`config.mk`:
```
export PLATFORM = sky130hd
export DESIGN_NAME = eeprom_cycle_master
export DESIGN_NICKNAME = d
export VERILOG_FILES = /design/src/rtl/ecm_pkg.sv /design/src/rtl/bit_cycle_engine.sv /design/src/rtl/page_span_guard.sv /design/src/rtl/eeprom_cycle_master.sv
export SDC_FILE = /design/constraint.sdc
export NUM_CORES = 1
export LEC_CHECK = 0
export BUFFER_PORTS_ARGS = -buffer_cell sky130_fd_sc_hd__buf_4
export CAP_MARGIN = 20
export CELL_PAD_IN_SITES_DETAIL_PLACEMENT = 0
export CELL_PAD_IN_SITES_GLOBAL_PLACEMENT = 1
export CORE_UTILIZATION = 48
export CTS_BUF_LIST = sky130_fd_sc_hd__clkbuf_16
export CTS_CLUSTER_DIAMETER = 80
export DETAILED_ROUTE_END_ITERATION = 8
export PLACE_DENSITY_LB_ADDON = 0.1
export SLEW_MARGIN = 20
export SYNTH_ARGS = -nofsm -noshare
export SYNTH_HDL_FRONTEND = slang
export SYNTH_SLANG_ARGS = --single-unit
```
`constraint.sdc`:
```
create_clock -name clk -period 3.8 [get_ports clk]
set_input_delay 0.19 -clock clk [delete_from_list [all_inputs] [get_ports clk]]
set_output_delay 0.19 -clock clk [all_outputs]
set_load 0.05 [all_outputs]
```
`src/rtl/ecm_pkg.sv`:
```
package ecm_pkg;

    typedef enum logic [1:0] {
        OP_READ  = 2'd0,
        OP_WRITE = 2'd1,
        OP_POLL  = 2'd2,
        OP_BAD   = 2'd3
    } op_e;

    typedef enum logic [2:0] {
        PH_IDLE,
        PH_SYNC,
        PH_ADDR,
        PH_RDAT,
        PH_WDAT,
        PH_FIRE,
        PH_POLL,
        PH_FIN
    } phase_e;

    typedef enum logic [1:0] {
        CY_IDLE,
        CY_SETUP,
        CY_LOW,
        CY_HIGH
    } cyc_st_e;

endpackage

```
`src/rtl/bit_cycle_engine.sv`:
```
module bit_cycle_engine
    import ecm_pkg::*;
#(
    parameter int LOW_TICKS = 3,
    parameter int REC_TICKS = 20,
    parameter int CYC_TICKS = 30
) (
    input  logic clk,
    input  logic rst_n,
    input  logic start,
    input  logic start_wr,
    input  logic start_bit,
    output logic busy,
    output logic fin,
    output logic rbit,
    output logic ce_n,
    output logic oe_n,
    output logic we_n,
    output logic dq_out,
    output logic dq_oe,
    input  logic dq_in
);

    localparam int HIGH_TICKS = (CYC_TICKS - LOW_TICKS > REC_TICKS) ? (CYC_TICKS - LOW_TICKS) : REC_TICKS;
    localparam int MAX_TICKS  = (HIGH_TICKS > LOW_TICKS) ? HIGH_TICKS : LOW_TICKS;
    localparam int CNT_W      = $clog2(MAX_TICKS + 1);

    typedef struct packed {
        cyc_st_e          st;
        logic [CNT_W-1:0] cnt;
        logic             wr;
        logic             bitv;
        logic             rbit;
    } eng_t;

    eng_t s_q, s_d;

    always_comb begin
        s_d = s_q;
        fin = 1'b0;
        case (s_q.st)
            CY_IDLE: begin
                if (start) begin
                    s_d.st   = CY_SETUP;
                    s_d.cnt  = '0;
                    s_d.wr   = start_wr;
                    s_d.bitv = start_bit;
                end
            end
            CY_SETUP: begin
                s_d.st  = CY_LOW;
                s_d.cnt = '0;
            end
            CY_LOW: begin
                if (s_q.cnt == CNT_W'(LOW_TICKS - 1)) begin
                    if (!s_q.wr) s_d.rbit = dq_in;
                    s_d.st  = CY_HIGH;
                    s_d.cnt = '0;
                end else begin
                    s_d.cnt = s_q.cnt + 1'b1;
                end
            end
            default: begin
                if (s_q.cnt == CNT_W'(HIGH_TICKS - 1)) begin
                    s_d.st = CY_IDLE;
                    fin    = 1'b1;
                end else begin
                    s_d.cnt = s_q.cnt + 1'b1;
                end
            end
        endcase
    end

    always_ff @(posedge clk or negedge rst_n) begin
        if (!rst_n) s_q <= '0;
        else        s_q <= s_d;
    end

    assign busy   = (s_q.st != CY_IDLE);
    assign rbit   = s_q.rbit;
    assign ce_n   = (s_q.st != CY_LOW);
    assign oe_n   = !((s_q.st == CY_LOW) && !s_q.wr);
    assign we_n   = !((s_q.st == CY_LOW) && s_q.wr);
    assign dq_out = s_q.bitv;
    assign dq_oe  = busy && s_q.wr;

endmodule

```
`src/rtl/page_span_guard.sv`:
```
module page_span_guard
    import ecm_pkg::*;
#(
    parameter int PAGE_BYTES = 8,
    parameter int LEN_W      = 4
) (
    input  logic [1:0]                      op,
    input  logic [$clog2(PAGE_BYTES)-1:0]   page_off,
    input  logic [LEN_W-1:0]                len,
    output logic                            bad
);

    localparam int OFF_W = $clog2(PAGE_BYTES);
    localparam int SUM_W = ((LEN_W > OFF_W) ? LEN_W : OFF_W) + 1;

    logic [SUM_W-1:0] span_end;

    assign span_end = SUM_W'(page_off) + SUM_W'(len);

    always_comb begin
        bad = 1'b0;
        case (op)
            OP_READ:  bad = (len == '0);
            OP_WRITE: bad = (len == '0) || (span_end > SUM_W'(PAGE_BYTES));
            OP_POLL:  bad = 1'b0;
            default:  bad = 1'b1;
        endcase
    end

endmodule

```
`src/rtl/eeprom_cycle_master.sv`:
```
module eeprom_cycle_master
    import ecm_pkg::*;
#(
    parameter int ADDR_W     = 9,
    parameter int FRAME_W    = 16,
    parameter int DATA_W     = 8,
    parameter int PAGE_BYTES = 8,
    parameter int LEN_W      = 4,
    parameter int LOW_TICKS  = 3,
    parameter int REC_TICKS  = 20,
    parameter int CYC_TICKS  = 30,
    parameter int POLL_LIMIT = 10000
) (
    input  logic                         clk,
    input  logic                         rst_n,
    input  logic                         req_valid,
    output logic                         req_ready,
    input  logic [1:0]                   req_op,
    input  logic [ADDR_W-1:0]            req_addr,
    input  logic [LEN_W-1:0]             req_len,
    input  logic [PAGE_BYTES*DATA_W-1:0] req_wdata,
    output logic                         rd_valid,
    input  logic                         rd_ready,
    output logic [DATA_W-1:0]            rd_data,
    output logic                         done,
    output logic                         err_range,
    output logic                         err_timeout,
    output logic                         ce_n,
    output logic                         oe_n,
    output logic                         we_n,
    output logic                         dq_out,
    output logic                         dq_oe,
    input  logic                         dq_in
);

    localparam int WD_W  = PAGE_BYTES * DATA_W;
    localparam int CNT_W = $clog2(FRAME_W + 1);
    localparam int BI_W  = $clog2(DATA_W);
    localparam int PC_W  = $clog2(POLL_LIMIT + 1);
    localparam int OFF_W = $clog2(PAGE_BYTES);

    typedef struct packed {
        phase_e             ph;
        logic [CNT_W-1:0]   cnt;
        logic [FRAME_W-1:0] ash;
        logic [WD_W-1:0]    wsh;
        logic [LEN_W-1:0]   left;
        logic [DATA_W-1:0]  sh;
        logic               rvld;
        logic [DATA_W-1:0]  rdat;
        logic [PC_W-1:0]    pcnt;
        logic               is_wr;
        logic               e_rng;
        logic               e_to;
    } top_t;

    top_t q, d;

    logic             eng_start, eng_wr, eng_bit;
    logic             eng_busy, eng_fin, eng_rbit;
    logic             req_bad;
    logic [BI_W-1:0]  bidx;
    logic [DATA_W-1:0] cur_byte;

    page_span_guard #(
        .PAGE_BYTES (PAGE_BYTES),
        .LEN_W      (LEN_W)
    ) u_guard (
        .op       (req_op),
        .page_off (req_addr[OFF_W-1:0]),
        .len      (req_len),
        .bad      (req_bad)
    );

    bit_cycle_engine #(
        .LOW_TICKS (LOW_TICKS),
        .REC_TICKS (REC_TICKS),
        .CYC_TICKS (CYC_TICKS)
    ) u_eng (
        .clk       (clk),
        .rst_n     (rst_n),
        .start     (eng_start),
        .start_wr  (eng_wr),
        .start_bit (eng_bit),
        .busy      (eng_busy),
        .fin       (eng_fin),
        .rbit      (eng_rbit),
        .ce_n      (ce_n),
        .oe_n      (oe_n),
        .we_n      (we_n),
        .dq_out    (dq_out),
        .dq_oe     (dq_oe),
        .dq_in     (dq_in)
    );

    assign cur_byte = q.wsh[DATA_W-1:0];
    assign bidx     = BI_W'(DATA_W - 1) - q.cnt[BI_W-1:0];

    always_comb begin
        d         = q;
        eng_wr    = 1'b0;
        eng_bit   = 1'b0;
        eng_start = 1'b0;
        case (q.ph)
            PH_IDLE: begin
                d.e_rng = 1'b0;
                d.e_to  = 1'b0;
                if (req_valid) begin
                    d.cnt  = '0;
                    d.pcnt = '0;
                    if (req_bad) begin
                        d.ph    = PH_FIN;
                        d.e_rng = 1'b1;
                    end else if (req_op == OP_POLL) begin
                        d.ph = PH_POLL;
                    end else begin
                        d.ph    = PH_SYNC;
                        d.ash   = FRAME_W'(req_addr);
                        d.wsh   = req_wdata;
                        d.left  = req_len;
                        d.is_wr = (req_op == OP_WRITE);
                    end
                end
            end
            PH_SYNC, PH_FIRE: begin
                eng_wr    = (q.cnt == CNT_W'(1));
                eng_bit   = (q.ph == PH_FIRE);
                eng_start = !eng_busy;
                if (eng_fin) begin
                    if (q.cnt == CNT_W'(2)) begin
                        d.cnt  = '0;
                        d.pcnt = '0;
                        d.ph   = (q.ph == PH_SYNC) ? PH_ADDR : PH_POLL;
                    end else begin
                        d.cnt = q.cnt + 1'b1;
                    end
                end
            end
            PH_ADDR: begin
                eng_wr    = 1'b1;
                eng_bit   = q.ash[FRAME_W-1];
                eng_start = !eng_busy;
                if (eng_fin) begin
                    d.ash = q.ash << 1;
                    if (q.cnt == CNT_W'(FRAME_W - 1)) begin
                        d.cnt = '0;
                        d.ph  = q.is_wr ? PH_WDAT : PH_RDAT;
                    end else begin
                        d.cnt = q.cnt + 1'b1;
                    end
                end
            end
            PH_RDAT: begin
                eng_start = !eng_busy && !q.rvld;
                if (eng_fin) begin
                    d.sh = {q.sh[DATA_W-2:0], eng_rbit};
                    if (q.cnt == CNT_W'(DATA_W - 1)) begin
                        d.rvld = 1'b1;
                        d.rdat = {q.sh[DATA_W-2:0], eng_rbit};
                        d.cnt  = '0;
                        d.left = q.left - 1'b1;
                    end else begin
                        d.cnt = q.cnt + 1'b1;
                    end
                end
                if (q.rvld && rd_ready) begin
                    d.rvld = 1'b0;
                    if (q.left == '0) d.ph = PH_FIN;
                end
            end
            PH_WDAT: begin
                eng_wr    = 1'b1;
                eng_bit   = cur_byte[bidx];
                eng_start = !eng_busy;
                if (eng_fin) begin
                    if (q.cnt == CNT_W'(DATA_W - 1)) begin
                        d.cnt  = '0;
                        d.wsh  = q.wsh >> DATA_W;
                        d.left = q.left - 1'b1;
                        if (q.left == LEN_W'(1)) d.ph = PH_FIRE;
                    end else begin
                        d.cnt = q.cnt + 1'b1;
                    end
                end
            end
            PH_POLL: begin
                eng_start = !eng_busy;
                if (eng_fin) begin
                    if (eng_rbit) begin
                        d.ph = PH_FIN;
                    end else if (q.pcnt == PC_W'(POLL_LIMIT - 1)) begin
                        d.ph   = PH_FIN;
                        d.e_to = 1'b1;
                    end else begin
                        d.pcnt = q.pcnt + 1'b1;
                    end
                end
            end
            default: begin
                d.ph = PH_IDLE;
            end
        endcase
    end

    always_ff @(posedge clk or negedge rst_n) begin
        if (!rst_n) q <= '0;
        else        q <= d;
    end

    assign req_ready   = (q.ph == PH_IDLE);
    assign rd_valid    = q.rvld;
    assign rd_data     = q.rdat;
    assign done        = (q.ph == PH_FIN);
    assign err_range   = (q.ph == PH_FIN) && q.e_rng;
    assign err_timeout = (q.ph == PH_FIN) && q.e_to;

endmodule

```
# After elaboration in Yosys (flattened, before gate mapping)
# Cells that the tools add are included.
[totals] output_inout_bits=18 wordCells=179 in_bits=84 register_bits=136
[op_classes] eq_ne=42 n_bitwise=3 n_lt_le_gt_ge=2 n_reduce_logical=47 n_addsub=6 mux=62
[ops] operator="two-way mux 84 bit" count=2
[ops] operator="two-way mux 68 bit" count=2
[ops] operator="case mux 64 bit (2 select lines)" count=1
[ops] operator="two-way mux 92 bit" count=1
[ops] operator="two-way mux 14 bit" count=5
[ops] operator="case mux 14 bit (3 select lines)" count=1
[ops] operator="inequality test 2 bit (second input constant)" count=20
[ops] operator="two-way mux 3 bit" count=13
[ops] operator="case mux 16 bit (2 select lines)" count=1
[ops] operator="two-way mux 5 bit" count=6
[ops] operator="case mux 5 bit (5 select lines)" count=1
[ops] operator="two-way mux 24 bit" count=1
[ops] operator="two-way mux 21 bit" count=1
[ops] operator="case mux 7 bit (3 select lines)" count=1
[ops] operator="two-way mux 9 bit" count=2
[ops] operator="case mux 3 bit (6 select lines)" count=1
[ops] operator="two-way mux 16 bit" count=1
[ops] operator="two-way mux 8 bit" count=2
[ops] operator="adder 14 x 1 -> 14 bit (second input constant)" count=1
[ops] operator="equality test 14 bit (second input constant)" count=1
[ops] operator="equality test 3 bit (second input constant)" count=4
[ops] operator="case mux 4 bit (3 select lines)" count=1
[ops] operator="AND reduction 12 bit" count=1
[ops] operator="AND reduction 3 bit" count=4
[ops] operator="other kinds (45)" count=88

# Depth between registers and ports, before layout
# Gate-level depths: netlist of run 1.
[depth] ltp_word=7 mapped_depth=11 ltp_nobuf=10

# Modules after synthesis
# Synthesis of run 1 repeated with hierarchy kept, for this count alone.
[unflattened] hier_cells=702 hier_area_um2=7034.2
[modules_own_cells] module="eeprom_cycle_master" seq_area_each_um2=3128.0 cells_each=622 area_each_um2=6256.0 n_inst=1
[modules_own_cells] module="bit_cycle_engine" seq_area_each_um2=250.2 cells_each=59 area_each_um2=621.8 n_inst=1
[modules_own_cells] module="page_span_guard" seq_area_each_um2=0.0 cells_each=21 area_each_um2=156.4 n_inst=1

# Worst setup path before layout of run 1
# Ideal clock, no wire load.
[synth_timing] path_kind="flip-flop to output port" startpoint="reg q[125] in the netlist's numbering" endpoint="out err_range" arrival_time_ns=1.944 slack_ns=1.666 stages_incl_launch_ff=6 cell_sequence="dfrtp_1 buf_2 buf_2 buf_2 and3_1 and2_1"
[synth_between] elab_chain_len=2
[synth_lines] item="from (decl)" line="eeprom_cycle_master.sv:57" source="top_t q, d;"
[synth_lines] item="from (signal assigned)" line="eeprom_cycle_master.sv:206" source="if (!rst_n) q <= '0;"
[synth_lines] item="from (signal assigned)" line="eeprom_cycle_master.sv:207" source="else q <= d;"
[synth_lines] item="equality test 3 bit"
[synth_lines] item="via done" line="eeprom_cycle_master.sv:25" source="output logic done,"
[synth_lines] item="logical AND 1 bit" line="eeprom_cycle_master.sv:214" source="assign err_range = (q.ph == PH_FIN) && q.e_rng;"
[synth_lines] item="to (decl)" line="eeprom_cycle_master.sv:26" source="output logic err_range,"
# The timed path passes the listed nets, and every way through them passes these cells.

# Final worst setup path of run 1
[layout_timing] startpoint="reg q[124] in the netlist's numbering" endpoint="reg q[10] in the netlist's numbering"
[layout_between] elab_chain_len=4 word_cells_on_any_way=14 cone_classes="eq/ne: 9; mux: 1; reduce/logical: 4"
[layout_lines] item="equality test 3 bit or equality test 3 x 1 -> 1 bit (tied branches)" line="eeprom_cycle_master.sv:104" source="case (q.ph)"
[layout_lines] item="OR reduction 2 bit" line="eeprom_cycle_master.sv:104"
[layout_lines] item="inequality test 2 bit (no source line) or nonzero test 3 bit (tied branches)"
[layout_lines] item="AND reduction 7 bit (no source line)"
# Several ways; a longest one is shown, not always the timed one.
# A chain may end at the register's enable or synchronous reset.

==> impl_metrics.env, run 1 <==
export IMPL_grt_pass1_vias=5347
export IMPL_max_slew_margin_pct=32.4
export IMPL_slowest_stage="dfrtp_1"
export IMPL_firstDrtPassIters=4
export IMPL_tightest_slew_ns=1.01
export IMPL_finalCritPeriodShare_pct=71.2
export IMPL_synth_edf_count=0
export IMPL_synth_area_mm2=0.00715
export IMPL_insertion_delay_ns=0.43
export IMPL_worstHoldStart="req_addr[0]"
export IMPL_grt_pass1_wl_mm=25.4
export IMPL_crit_path_end_kind="flip-flop"
export IMPL_dp_hpwl_mm=10.5
export IMPL_slew_violations=0
export IMPL_routedWlPerCell_um=15.3
export IMPL_async_flop_share_pct=100
export IMPL_startpoint_type="flip-flop"
export IMPL_yosysUniqueCellTypes=72
export IMPL_cts_buffers=17
export IMPL_drt_total_wl_mm=15.4
export IMPL_syn_mean_instance_area_um2=10.0
export IMPL_power_mw=3.17
export IMPL_die_w_um=124
export IMPL_grt_max_degree=99
export IMPL_peakVddDrop_uv=318
export IMPL_placement_cell_area_mm2=0.00797
export IMPL_yosys_area_top_type="dfrtp_1"
export IMPL_ys_top_cells_by_area="dfrtp_1, mux2i_1, a21oi_1"
export IMPL_critPathMaxFanout=24
export IMPL_synth_most_common_cell="dfrtp_1"
export IMPL_cts_tree="yes"
export IMPL_io_pins=102
export IMPL_h_tree_depth=4
export IMPL_r2r_end="q[10]"
export IMPL_critPathLaunch="q[124]"
export IMPL_antenna_found_initial=0
export IMPL_core_area_mm2=0.0145
export IMPL_layout_drive_gt1_share_pct=20.6
export IMPL_die_area_mm2=0.0154
export IMPL_synth_top_flop_cell="dfrtp_1"
export IMPL_required_ns=4.11
export IMPL_synth_cells=714
export IMPL_finalSetupViolCount=0
export IMPL_synth_top_cells_by_count="dfrtp_1, nor2_1, a21oi_1"
export IMPL_drtAntennaViolNets=0
export IMPL_pwr_density_cell_mw_per_mm2=366
export IMPL_ys_seq_area_share_pct=47.2
export IMPL_nets=912
export IMPL_post_cts_resize_count=0
export IMPL_grt_usage_pct=21.5
export IMPL_synth_top_cell_area_share_pct=47.2
export IMPL_ys_warnings_count=0
export IMPL_vias=5531
export IMPL_diodes=0
export IMPL_finalSetupTns_ns=0
export IMPL_hold_class="in2reg"
export IMPL_crit_arrival_ns=3.02
export IMPL_maxCapViolations=0
export IMPL_port_buffers=101
export IMPL_leakagePower_nw=3.99
export IMPL_viasPerCell=5.50
export IMPL_min_path_cells=3
export IMPL_max_freq_ghz=0.370
export IMPL_num_rows=44
export IMPL_path_cells="and2b_1, nand2_1, nor2_1, nand3_2, o41ai_2"
export IMPL_drc_errors=0
export IMPL_syn_nets=818
export IMPL_hold_end="q[102]"
export IMPL_slowest_delay_ns=0.83
export IMPL_drt_iter0_markers=343
export IMPL_clkTransAtPathRegs_ns=0.06
export IMPL_cts_path_max_buffers=2
export IMPL_grt_overflow_total=0
export IMPL_cts_sinks=135
export IMPL_postCtsSetupBuffers=0
export IMPL_root_buffer="clkbuf_16"
export IMPL_period_needed_ns=2.70
export IMPL_place_congestion=0.802
export IMPL_finClkSkew_ns=0.0192
export IMPL_rr_worst_depth=5
export IMPL_fp_dieH_um=124
export IMPL_hold_viol=0
export IMPL_crit_type="reg2reg"
export IMPL_r2r_slack_ns=1.10
export IMPL_final_area_mm2=0.00865
export IMPL_status="finished, final reports clean"
export IMPL_ys_ff_latch=135
export IMPL_initial_core_util_pct=49.2
export IMPL_rsz0062_at_grt="no"
export IMPL_r2r_start="q[124]"
export IMPL_syn_to_final_growth_pct=20.9
-- cell usage in the layout (no fill, tap or decap), drive strengths merged, types with 4 or more instances in the layout --
cell / Yosys / final
nor3: 9 / 9
nand4: 6 / 6
o21ai: 50 / 50
nor2: 97 / 97
buf: 37 / 107
and3: 9 / 9
mux2: 17 / 17
nand2: 27 / 27
mux2i: 66 / 66
dfrtp: 135 / 135
nand3: 21 / 21
and2: 4 / 4
clkbuf: 6 / 17
nor2b: 8 / 8
o211ai: 5 / 5
dlygate4sd3: 0 / 11
a31oi: 7 / 7
a22o: 10 / 10
a21oi: 80 / 80
nand2b: 12 / 12
ha: 19 / 19
clkinv: 0 / 8
o31ai: 11 / 11
inv: 27 / 30
-- registers in the layout (all words and copies together), names as in the netlist --
name	count
u_eng.s_q	8
rd_data	8
u_eng.dq_out	1
cur_byte	8
u_eng.rbit	1
rd_valid	1
q	108
-- cells by family after synthesis --
logic type,Yosys count,synth area share [%]
flip-flops,135,47.2
XOR/XNOR,3,0.368
AND/OR/NAND/NOR,214,15.1
AO/OA/AOI/OAI,187,16.3
adder cells (fa/ha/maj),20,3.60
buffers and inverters,70,4.81
multiplexers,85,12.5
-- per-layer routing --
metal,track usage (%),routed length (µm),share of wire [%]
met5,0,0,0
met4,7.51,163,1.1
met3,7.37,919,6.0
met2,33.8,7470,48
met1,27.4,6880,45
-- where the power goes --
group          internal, mW  switching, mW  total [mW]
clock network         0.954          0.621        1.57
logic                0.0850         0.0704       0.155
registers              1.44       0.000890        1.44
total                  2.48          0.692        3.17
-- final cells by class --
class	count	area [µm²]
sequential	135	3380
multi-input combinational	509	3440
timing repair buffer	118	930
tap	184	230
clock buffer	17	425
inverter	27	101
clock inverter	15	139
fill	1276	5890
-- how the worst max path moves through the flow --
stage,end,slack [ns],cells past startpoint
3_5_place_dp,q[81],1.13,11
3_3_place_gp,q[10],1.22,5
5_1_grt,q[10],0.86,5
6_report,q[10],1.10,5
2_1_floorplan,err_range,1.67,5
4_1_cts,q[10],1.14,5
-- through the flow --
stage	cells	hold WS, ns	util, %	setup slack [ns]
final	1005	0.0256	59.5	1.10
after global routing	1005	0.0443	59.5	0.859
after CTS	1005	0.0207	59.5	1.14
after detailed placement	962	0.249	54.9	1.13
after global placement	962	0.242	54.9	1.22
after floorplan	714	-0.106	-	1.67
-- what timing repair did --
action                                  CTS  global route
hold buffers                             11             0
endpoints found under the setup margin    0             0
endpoints found under the hold margin    77             0
-- critical path, delay by kind of cell, from the launching register on --
| family | cells | cell delay [ns] |
|---|---|---|
| AOI/OAI and AO/OA | 1 | 0.35 |
| and+or+nand+nor | 4 | 1.41 |
| DFF | 1 | 0.83 |
(Power assumes the default switching activity.)
==> run 2, diff against run 1 <==
- CORE_UTILIZATION: 48 -> 45
- clock period: 3.8 -> 2.8 ns (I/O delays scaled with it)
==> run 2 against run 1 <==
  * Count of clock-buffer cells in the layout is the same
  * Hold slack lost 0.0046 ns
  * Clock power grew 48%
  * Cell area grew 2.8%
  * Critical path depth grew 7
  * Utilization shrank 1.7 points
  * Critical endpoint is now q[114]
  * Largest power group unchanged
  * Highest routed layer unchanged
==> impl_metrics.env, run 2 (same netlist as run 1, synthesis figures left out) <==
export IMPL_hold_class="in2reg"
export IMPL_drtAntennaViolNets=0
export IMPL_diodes=0
export IMPL_initial_core_util_pct=46.5
export IMPL_rsz0062_at_grt="no"
export IMPL_path_cells="dlygate4sd3_1, buf_4, ha_1, inv_1, fa_1, nand2b_1, o221ai_1, o211ai_1, a21oi_2, buf_4, nand3_1, o21ai_0"
export IMPL_max_slew_margin_pct=36.8
export IMPL_crit_arrival_ns=2.81
export IMPL_layout_drive_gt1_share_pct=22.1
export IMPL_finalSetupViolCount=0
export IMPL_finalSetupTns_ns=0
export IMPL_final_common_cell="dfrtp_1"
export IMPL_layout_common_cells="dfrtp_1, buf_4, nor2_1, a21oi_1, mux2i_1"
export IMPL_period_needed_ns=2.52
export IMPL_slowest_delay_ns=0.54
export IMPL_critPathMaxFanout=32
export IMPL_placed_cells=1001
export IMPL_cts_sinks=135
export IMPL_startpoint_type="primary input"
export IMPL_drt_total_wl_mm=15.9
export IMPL_finalCritPeriodShare_pct=90.1
export IMPL_nets=928
export IMPL_slowest_stage="dlygate4sd3_1"
export IMPL_final_area_mm2=0.00889
export IMPL_root_buffer="clkbuf_16"
export IMPL_slew_violations=0
export IMPL_p_sw_share_pct=22.2
export IMPL_internal_power_mw=3.50
export IMPL_tightest_slew_ns=0.948
export IMPL_cts_path_max_buffers=2
export IMPL_max_freq_ghz=0.396
export IMPL_grt_usage_pct=20.8
export IMPL_p_seq_share_pct=43.5
export IMPL_num_rows=45
export IMPL_crit_path_end_kind="flip-flop"
export IMPL_cts_tree="yes"
export IMPL_required_ns=3.08
export IMPL_placement_cell_area_mm2=0.00812
export IMPL_drt_iter0_markers=346
export IMPL_peakVddDrop_uv=377
export IMPL_grt_pass1_wl_mm=26.7
export IMPL_firstDrtPassIters=4
export IMPL_grt_overflow_total=0
export IMPL_die_w_um=128
export IMPL_insertion_delay_ns=0.42
export IMPL_grt_max_degree=62
export IMPL_io_pins=102
export IMPL_maxCapViolations=0
export IMPL_dp_hpwl_mm=11.3
export IMPL_syn_to_final_growth_pct=24.3
export IMPL_status="finished, final reports clean"
export IMPL_viasPerCell=5.33
export IMPL_routedWlPerCell_um=15.2
export IMPL_core_area_mm2=0.0154
export IMPL_fp_dieH_um=128
export IMPL_p_comb_share_pct=4.8
export IMPL_antenna_found_initial=0
export IMPL_nFillCells=1390
export IMPL_drc_errors=0
export IMPL_grt_pass1_vias=5732
export IMPL_pre_cts_ws_ns=0.432
export IMPL_port_buffers=101
export IMPL_finClkSkew_ns=0.0141
export IMPL_h_tree_depth=4
export IMPL_die_area_mm2=0.0164
export IMPL_regMostFlops="q"
export IMPL_largest_reg_flops=108
export IMPL_hold_viol=0
export IMPL_setup_ws_ns=0.276
export IMPL_cp_common_cell="buf_4"
export IMPL_power_switching_mw=0.996
export IMPL_pwr_density_cell_mw_per_mm2=505
export IMPL_crit_type="in2reg"
export IMPL_place_congestion=0.816
export IMPL_cts_buffers=17
export IMPL_postCtsSetupBuffers=0
export IMPL_clkTransAtPathRegs_ns=0.06
export IMPL_vias=5590
export IMPL_p_clk_share_pct=51.7
export IMPL_leakagePower_nw=4.08
export IMPL_fin_cells=1048
==> run 2: cell types whose count changed in the layout (fill, tap and decap cells not counted), moves of 2 or more <==
cell / before / now
clkinv_4: 3 / 1
buf_4: 105 / 115
dlygate4sd3_1: 11 / 15
inv_1: 28 / 26
clkinv_2: 2 / 0
clkinvlp_4: 2 / 4
inv_8: 0 / 3
clkinv_1: 3 / 1
buf_12: 1 / 3
inv_6: 1 / 3
==> run 2: through the flow <==
step / total power [mW] / hold slack (ns) / utilization, %
2_1_floorplan: 2.04 / -0.156 / -
3_3_place_gp: 2.19 / 0.169 / 52.8
3_5_place_dp: 2.19 / 0.177 / 52.8
4_1_cts: 4.56 / 0.000719 / 57.8
5_1_grt: 4.65 / 0.0138 / 57.8
6_report: 4.49 / 0.0210 / 57.8
==> run 2: critical path, delay by kind of cell <==
kind            cells  cell delay (ns)
buf+inv             4             0.99
compound gates      4             0.85
fa+ha+maj           2             0.60
simple gates        2             0.20
==> run 2: area by class of cell <==
| type | count | area (µm²) | share of cell area, % |
|---|---|---|---|
| Clock inverter | 15 | 193 | 2.17 |
| Tap cell | 211 | 264 | 2.97 |
| Sequential cell | 135 | 3380 | 38.0 |
| Inverter | 27 | 101 | 1.14 |
| Multi-Input combinational cell | 509 | 3440 | 38.7 |
| Timing Repair Buffer | 134 | 1080 | 12.2 |
| Clock buffer | 17 | 425 | 4.78 |
==> run 2: final timing paths <==
path | cells past startpoint | slack [ns] | endpoint | from
max | 12 | 0.28 | q[114] | req_addr[0]
min | 3 | 0.02 | q[2] | req_op[1]
max reg2reg | 7 | 0.45 | q[121] | u_eng.s_q[3]
min reg2reg | 1 | 0.48 | q[13] | q[13]
max in group asynchronous | 3 | 1.72 | u_eng.rbit | rst_n
min in group asynchronous | 2 | 0.28 | u_eng.s_q[7] | rst_n
==> run 2: metal layers <==
layer / routed length (µm) / GRT usage [%]
met1: 7140 / 25.3
met2: 7750 / 34.8
met3: 876 / 7.05
met4: 121 / 6.16
met5: 0 / 0
==> run 2: repair_timing <==
action	in CTS	in global routing
hold buffers	15	0
resized for setup	0	0
endpoints found under the hold margin	73	0
==> run 2: power groups by stage <==
stage	clock network [mW]	registers (mW)	logic (mW)
after floorplan	0	1.99	0.0523
after global placement	0	1.99	0.202
after detailed placement	0	1.99	0.205
after CTS	2.38	1.95	0.222
after global routing	2.46	1.95	0.242
final	2.32	1.95	0.216
